$ cat config.mk
export PLATFORM = sky130hd
export DESIGN_NAME = pin_event_irq
export DESIGN_NICKNAME = d
export VERILOG_FILES = /design/src/rtl/pin_evt_pkg.sv /design/src/rtl/pin_evt_cfg.sv /design/src/rtl/pin_evt_detect.sv /design/src/rtl/pin_evt_status.sv /design/src/rtl/pin_event_irq.sv
export SDC_FILE = /design/constraint.sdc
export NUM_CORES = 1
export LEC_CHECK = 0
export ABC_AREA = 0
export CAP_MARGIN = 15
export CORE_ASPECT_RATIO = 0.8
export CORE_UTILIZATION = 60
export CTS_CLUSTER_DIAMETER = 40
export DETAILED_ROUTE_END_ITERATION = 6
export DONT_BUFFER_PORTS = 1
export GPL_ROUTABILITY_DRIVEN = 0
export PLACE_DENSITY = 0.76
export SLEW_MARGIN = 20
export SYNTH_ARGS = -nofsm -noshare
export SYNTH_HDL_FRONTEND = slang
export SYNTH_SLANG_ARGS = --single-unit
$ cat constraint.sdc
create_clock -name clk -period 3.6 [get_ports clk]
set_input_delay 0.18 -clock clk [delete_from_list [all_inputs] [get_ports clk]]
set_output_delay 0.18 -clock clk [all_outputs]
set_load 0.01 [all_outputs]
$ cat src/rtl/pin_evt_pkg.sv
// Package: shared register offsets and bus types for the pin event
// interrupt detector. Assumes a 12-bit byte offset on the register bus.
package pin_evt_pkg;

    localparam int ADDR_W = 12;

    typedef logic [ADDR_W-1:0] reg_addr_t;

    localparam reg_addr_t OFS_LEVEL  = 12'h404;
    localparam reg_addr_t OFS_ANY    = 12'h408;
    localparam reg_addr_t OFS_POL    = 12'h40C;
    localparam reg_addr_t OFS_ENABLE = 12'h410;
    localparam reg_addr_t OFS_CLEAR  = 12'h41C;

endpackage

$ cat src/rtl/pin_evt_cfg.sv
// Module: configuration register file. Holds the level-select, any-edge,
// polarity and enable vectors, and decodes writes to the clear offset
// into a one-cycle clear vector. Assumes single-cycle write strobes.
module pin_evt_cfg
    import pin_evt_pkg::*;
#(
    parameter int N_PINS = 8
) (
    input  logic              clk,
    input  logic              rst_n,
    input  logic              wr_en,
    input  reg_addr_t         wr_addr,
    input  logic [N_PINS-1:0] wr_data,
    output logic [N_PINS-1:0] cfg_level,
    output logic [N_PINS-1:0] cfg_any,
    output logic [N_PINS-1:0] cfg_pol,
    output logic [N_PINS-1:0] cfg_en,
    output logic [N_PINS-1:0] clr_vec
);

    // Update the addressed configuration register on a write.
    always_ff @(posedge clk) begin
        if (!rst_n) begin
            cfg_level <= '0;
            cfg_any   <= '0;
            cfg_pol   <= '0;
            cfg_en    <= '0;
        end else if (wr_en) begin
            case (wr_addr)
                OFS_LEVEL:  cfg_level <= wr_data;
                OFS_ANY:    cfg_any   <= wr_data;
                OFS_POL:    cfg_pol   <= wr_data;
                OFS_ENABLE: cfg_en    <= wr_data;
                default:    ;
            endcase
        end
    end

    // Turn a write to the clear offset into a per-pin clear request.
    always_comb begin
        clr_vec = '0;
        if (wr_en && (wr_addr == OFS_CLEAR)) begin
            clr_vec = wr_data;
        end
    end

endmodule

$ cat src/rtl/pin_evt_detect.sv
// Module: per-pin detector. Keeps the previous pin levels and raises a
// set request for each pin whose configured edge or level condition holds
// in this cycle. Assumes pin inputs are already synchronous to clk.
module pin_evt_detect #(
    parameter int N_PINS = 8
) (
    input  logic              clk,
    input  logic              rst_n,
    input  logic [N_PINS-1:0] pin_in,
    input  logic [N_PINS-1:0] pin_dir,
    input  logic [N_PINS-1:0] cfg_level,
    input  logic [N_PINS-1:0] cfg_any,
    input  logic [N_PINS-1:0] cfg_pol,
    output logic [N_PINS-1:0] set_vec
);

    logic [N_PINS-1:0] prev_q;

    // Remember the pin levels for the next cycle's edge comparison.
    always_ff @(posedge clk) begin
        if (!rst_n) prev_q <= '0;
        else        prev_q <= pin_in;
    end

    for (genvar g = 0; g < N_PINS; g++) begin : g_pin
        logic moved;
        logic pol_hit;
        logic edge_hit;

        // Evaluate this pin's edge and level conditions.
        always_comb begin
            moved    = (pin_in[g] != prev_q[g]) && !pin_dir[g];
            pol_hit  = (pin_in[g] == cfg_pol[g]);
            edge_hit = moved && (cfg_any[g] || pol_hit);
            set_vec[g] = cfg_level[g] ? pol_hit : edge_hit;
        end
    end

endmodule

$ cat src/rtl/pin_evt_status.sv
// Module: sticky status vector with write-one-to-clear, where a
// simultaneous set wins. Also forms the masked view and the combined
// request line. Assumes set and clear vectors are valid each cycle.
module pin_evt_status #(
    parameter int N_PINS = 8
) (
    input  logic              clk,
    input  logic              rst_n,
    input  logic [N_PINS-1:0] set_vec,
    input  logic [N_PINS-1:0] clr_vec,
    input  logic [N_PINS-1:0] cfg_en,
    output logic [N_PINS-1:0] raw_status,
    output logic [N_PINS-1:0] masked_status,
    output logic              irq
);

    // Hold detections until cleared; a new detection overrides a clear.
    always_ff @(posedge clk) begin
        if (!rst_n) raw_status <= '0;
        else        raw_status <= (raw_status & ~clr_vec) | set_vec;
    end

    // Gate the raw bits by the enable vector and combine them.
    always_comb begin
        masked_status = raw_status & cfg_en;
        irq           = |masked_status;
    end

endmodule

$ cat src/rtl/pin_event_irq.sv
// Module: top of the pin event interrupt detector. Ties together the
// configuration registers, the per-pin detector and the status vector.
// Assumes a write-only register bus and already-synchronous pins.
module pin_event_irq
    import pin_evt_pkg::*;
#(
    parameter int N_PINS = 8
) (
    input  logic              clk,
    input  logic              rst_n,
    input  logic [N_PINS-1:0] pin_in,
    input  logic [N_PINS-1:0] pin_dir,
    input  logic              wr_en,
    input  logic [ADDR_W-1:0] wr_addr,
    input  logic [N_PINS-1:0] wr_data,
    output logic [N_PINS-1:0] raw_status,
    output logic [N_PINS-1:0] masked_status,
    output logic              irq
);

    logic [N_PINS-1:0] cfg_level;
    logic [N_PINS-1:0] cfg_any;
    logic [N_PINS-1:0] cfg_pol;
    logic [N_PINS-1:0] cfg_en;
    logic [N_PINS-1:0] clr_vec;
    logic [N_PINS-1:0] set_vec;

    pin_evt_cfg #(.N_PINS(N_PINS)) u_cfg (
        .clk       (clk),
        .rst_n     (rst_n),
        .wr_en     (wr_en),
        .wr_addr   (wr_addr),
        .wr_data   (wr_data),
        .cfg_level (cfg_level),
        .cfg_any   (cfg_any),
        .cfg_pol   (cfg_pol),
        .cfg_en    (cfg_en),
        .clr_vec   (clr_vec)
    );

    pin_evt_detect #(.N_PINS(N_PINS)) u_detect (
        .clk       (clk),
        .rst_n     (rst_n),
        .pin_in    (pin_in),
        .pin_dir   (pin_dir),
        .cfg_level (cfg_level),
        .cfg_any   (cfg_any),
        .cfg_pol   (cfg_pol),
        .set_vec   (set_vec)
    );

    pin_evt_status #(.N_PINS(N_PINS)) u_status (
        .clk           (clk),
        .rst_n         (rst_n),
        .set_vec       (set_vec),
        .clr_vec       (clr_vec),
        .cfg_en        (cfg_en),
        .raw_status    (raw_status),
        .masked_status (masked_status),
        .irq           (irq)
    );

endmodule

==> run metrics <==
status=complete, no violations; worst r2r dst=u_status.raw_status[4]; Die ar.=0.003987 mm²; layout cells sized above 1=0.07364; worst IR drop on VDD=0.2638 mV; Worst slew margin=0.5684; Fmax achieved=0.4565 GHz; die width=70.35 µm; initial DRC count=96; switch share=0.2206; beginning of the worst hold path=rst_n; CTS tree=yes; Clk pwr share=0.355; flop-to-flop setup slack=2.53 ns; Synth Area in XOR/XNOR=0.03906; Worst EP arrival=about 2 ns; area growth from synthesis to layout=11.50%; Gate Count Post-Synth=242; cell taking the most area after synthesis=dfxtp_1; CTS Buf Count=5; most frequent cells in the layout=48 x dfxtp_1, 38 x nor2_1, 32 x mux2i_1, 16 x and2_1, 14 x nand2_1; worst path required time=3.42 ns; routed len/inst=16.15 µm; main combinational cell family by area after synthesis=simple AND/OR/NAND/NOR gates; RSZ-0062 raised after global routing=no; worst-skew pair later-pin latency=0.31 ns; Synth Area in Simple Gates=0.2589; final hold vios=0; Worst-path clk slew=0.08 ns; syn_nets=281; final wirelength=~4800 µm; Worst setup SP type=flop; vias in the first global route=approximately 1600; H-Tree Depth=2; Mapped Area=0.002242 mm²; clk_skew=0.003063 ns; PwrDens=around 370 mW/mm²; reg2reg path depth=4; Rows=19; Avg Inst Size Synth=9.265 µm²; LEAKAGE=1.180 nW; Tightest Pin Transition=roughly 0.64 ns; Synth cell types=28; post-synthesis mux area share=0.1429; initial antenna violation count=0; internal power=0.7297 mW; post-synthesis adder-cell area fraction=0; Initial Util=0.6416; final setup vio count=0; most common cell after layout, fill and taps aside=dfxtp_1; fin crit share=0.6085; drt drc=0; port bufs=0; fin nets=296; n_diodes=0; critical path's slowest cell=or4_1; fin worst setup slack=1.409 ns; ANT nets after route=0; min-delay worst type=input port to flop; Gate power share=0.059; top-area cell type share of the netlist area=0.4286; post_cts resized=0; first-pass detailed-route iteration total=4; Final HPWL DP=3343 µm; Synth area leaders=dfxtp_1 43%, mux2i_1 14%, nor2_1 6.4%; Worst Hold End=u_detect.prev_q[5]; #FFs+latches synth=48; post-route setup TNS=0 ns; sequential area share after synthesis=0.4286; IO Count=56; GRT Residual Overflow=0; worst slack, placed=1.749 ns; pin count of the biggest net entering global routing=30; Compound-Gate Fraction of Synth Area=0.1088; most used cell, CP=or4_1; clk root buf=clkbuf_8; crit path capture type=output port; CTS max path bufs=2; worst r2r src=u_cfg.cfg_level[4]; hold-critical path depth=1; area of the core=roughly 0.0035 mm²; Flop pwr share=0.586; postcts setup bufs=0; CP Class=flop to output port; max cap viols=0; via count=1733; fin crit period=2.191 ns; total track usage=0.2630; Synthesis Warnings=0; Die Y=56.68 µm; CP cell instances=and2_1 > or4_1 > or4_1; max-slew violation count=0; first-pass GRT wire length=7824 µm; Max FO, Critical Path=3; Largest stage delay, worst path=between 0.5 and 0.6 ns; Clock Sinks=48; Psw=0.2065 mW; Vias/cell=5.777
-- logic make-up after synthesis --
kind of cell / Yosys count
buffers and inverters: 13
multiplexers: 32
AND/OR/NAND/NOR: 101
AO/OA/AOI/OAI: 38
XOR/XNOR: 10
flip-flops: 48
-- layout make-up --
| class | count | area, µm² |
|---|---|---|
| clock buffers | 8 | 90.09 |
| inverters | 7 | 26.28 |
| fillers | 287 | 994.7 |
| flip-flops and latches | 48 | 960.9 |
| multi-input cells | 181 | 1232 |
| well taps | 42 | 52.55 |
| repair buffers | 14 | 137.6 |
-- state kept, by name, summed over array words and instances, names as in the netlist --
name and count:
u_cfg.cfg_any 8, u_cfg.cfg_en 8, u_cfg.cfg_level 8, u_cfg.cfg_pol 8
u_detect.prev_q 8, u_status.raw_status 8
-- how the worst max path moves through the flow --
stage	start	to	slack [ns]	cells past startpoint
5_1_grt	u_status.raw_status[4]	irq	1.36	3
3_5_place_dp	u_status.raw_status[4]	irq	1.75	3
2_1_floorplan	u_status.raw_status[4]	irq	1.87	3
6_report	u_status.raw_status[4]	irq	1.41	3
4_1_cts	u_status.raw_status[4]	irq	1.40	3
3_3_place_gp	u_status.raw_status[4]	irq	1.79	3
-- per-stage QoR --
step	util	area [µm²]	hold WS, ns	cells	power [mW]
after floorplan	-	2242	0.3017	242	0.6010
after global placement	0.6523	2280	0.3024	279	0.6049
after detailed placement	0.6523	2280	0.3057	279	0.6056
after CTS	0.7154	2500	0.0001761	300	0.9444
after global routing	0.7154	2500	0.001479	300	0.9686
final	0.7154	2500	0.005531	300	0.9362
-- power by group through the flow --
stage | combinational [mW] | sequential (mW) | clock [mW]
final | 0.0552 | 0.549 | 0.332
after floorplan | 0.0413 | 0.560 | 0
after CTS | 0.0550 | 0.549 | 0.341
after global routing | 0.0607 | 0.550 | 0.357
after global placement | 0.0438 | 0.561 | 0
after detailed placement | 0.0442 | 0.561 | 0
-- layer usage --
layer	track usage	vias to the layer above	wire length, µm
li1	-	876	-
met1	0.3567	795	2273
met2	0.3755	53	2124
met3	0.08438	9	347
met4	0.1286	0	98
met5	0	-	0
-- repair_timing --
item                                    in CTS  in global routing
hold buffers                                13                  0
endpoints found under the setup margin       0                  0
hold endpoints to repair                     7                  0
-- worst max-delay path: cells and delay by family, from the launching register on --
kind	cells	cell delay [ns]
flops	1	0.36
simple gates	3	1.35
-- synthesized netlist by cell type, drive strengths merged --
cell type	number
and2	16
nor3b	8
a21oi	7
and3b	1
dfxtp	48
or2	1
o21bai	7
clkbuf	6
nor2	39
or4	2
nand2b	5
nor2b	2
nor4b	2
o221ai	2
nand2	14
mux2i	32
a31oi	5
nand4	9
o21ai	7
and4	1
and3	1
xnor2	10
inv	7
a21boi	2
o22ai	5
a31o	3
Note: power is estimated with default switching activity, not from simulation.
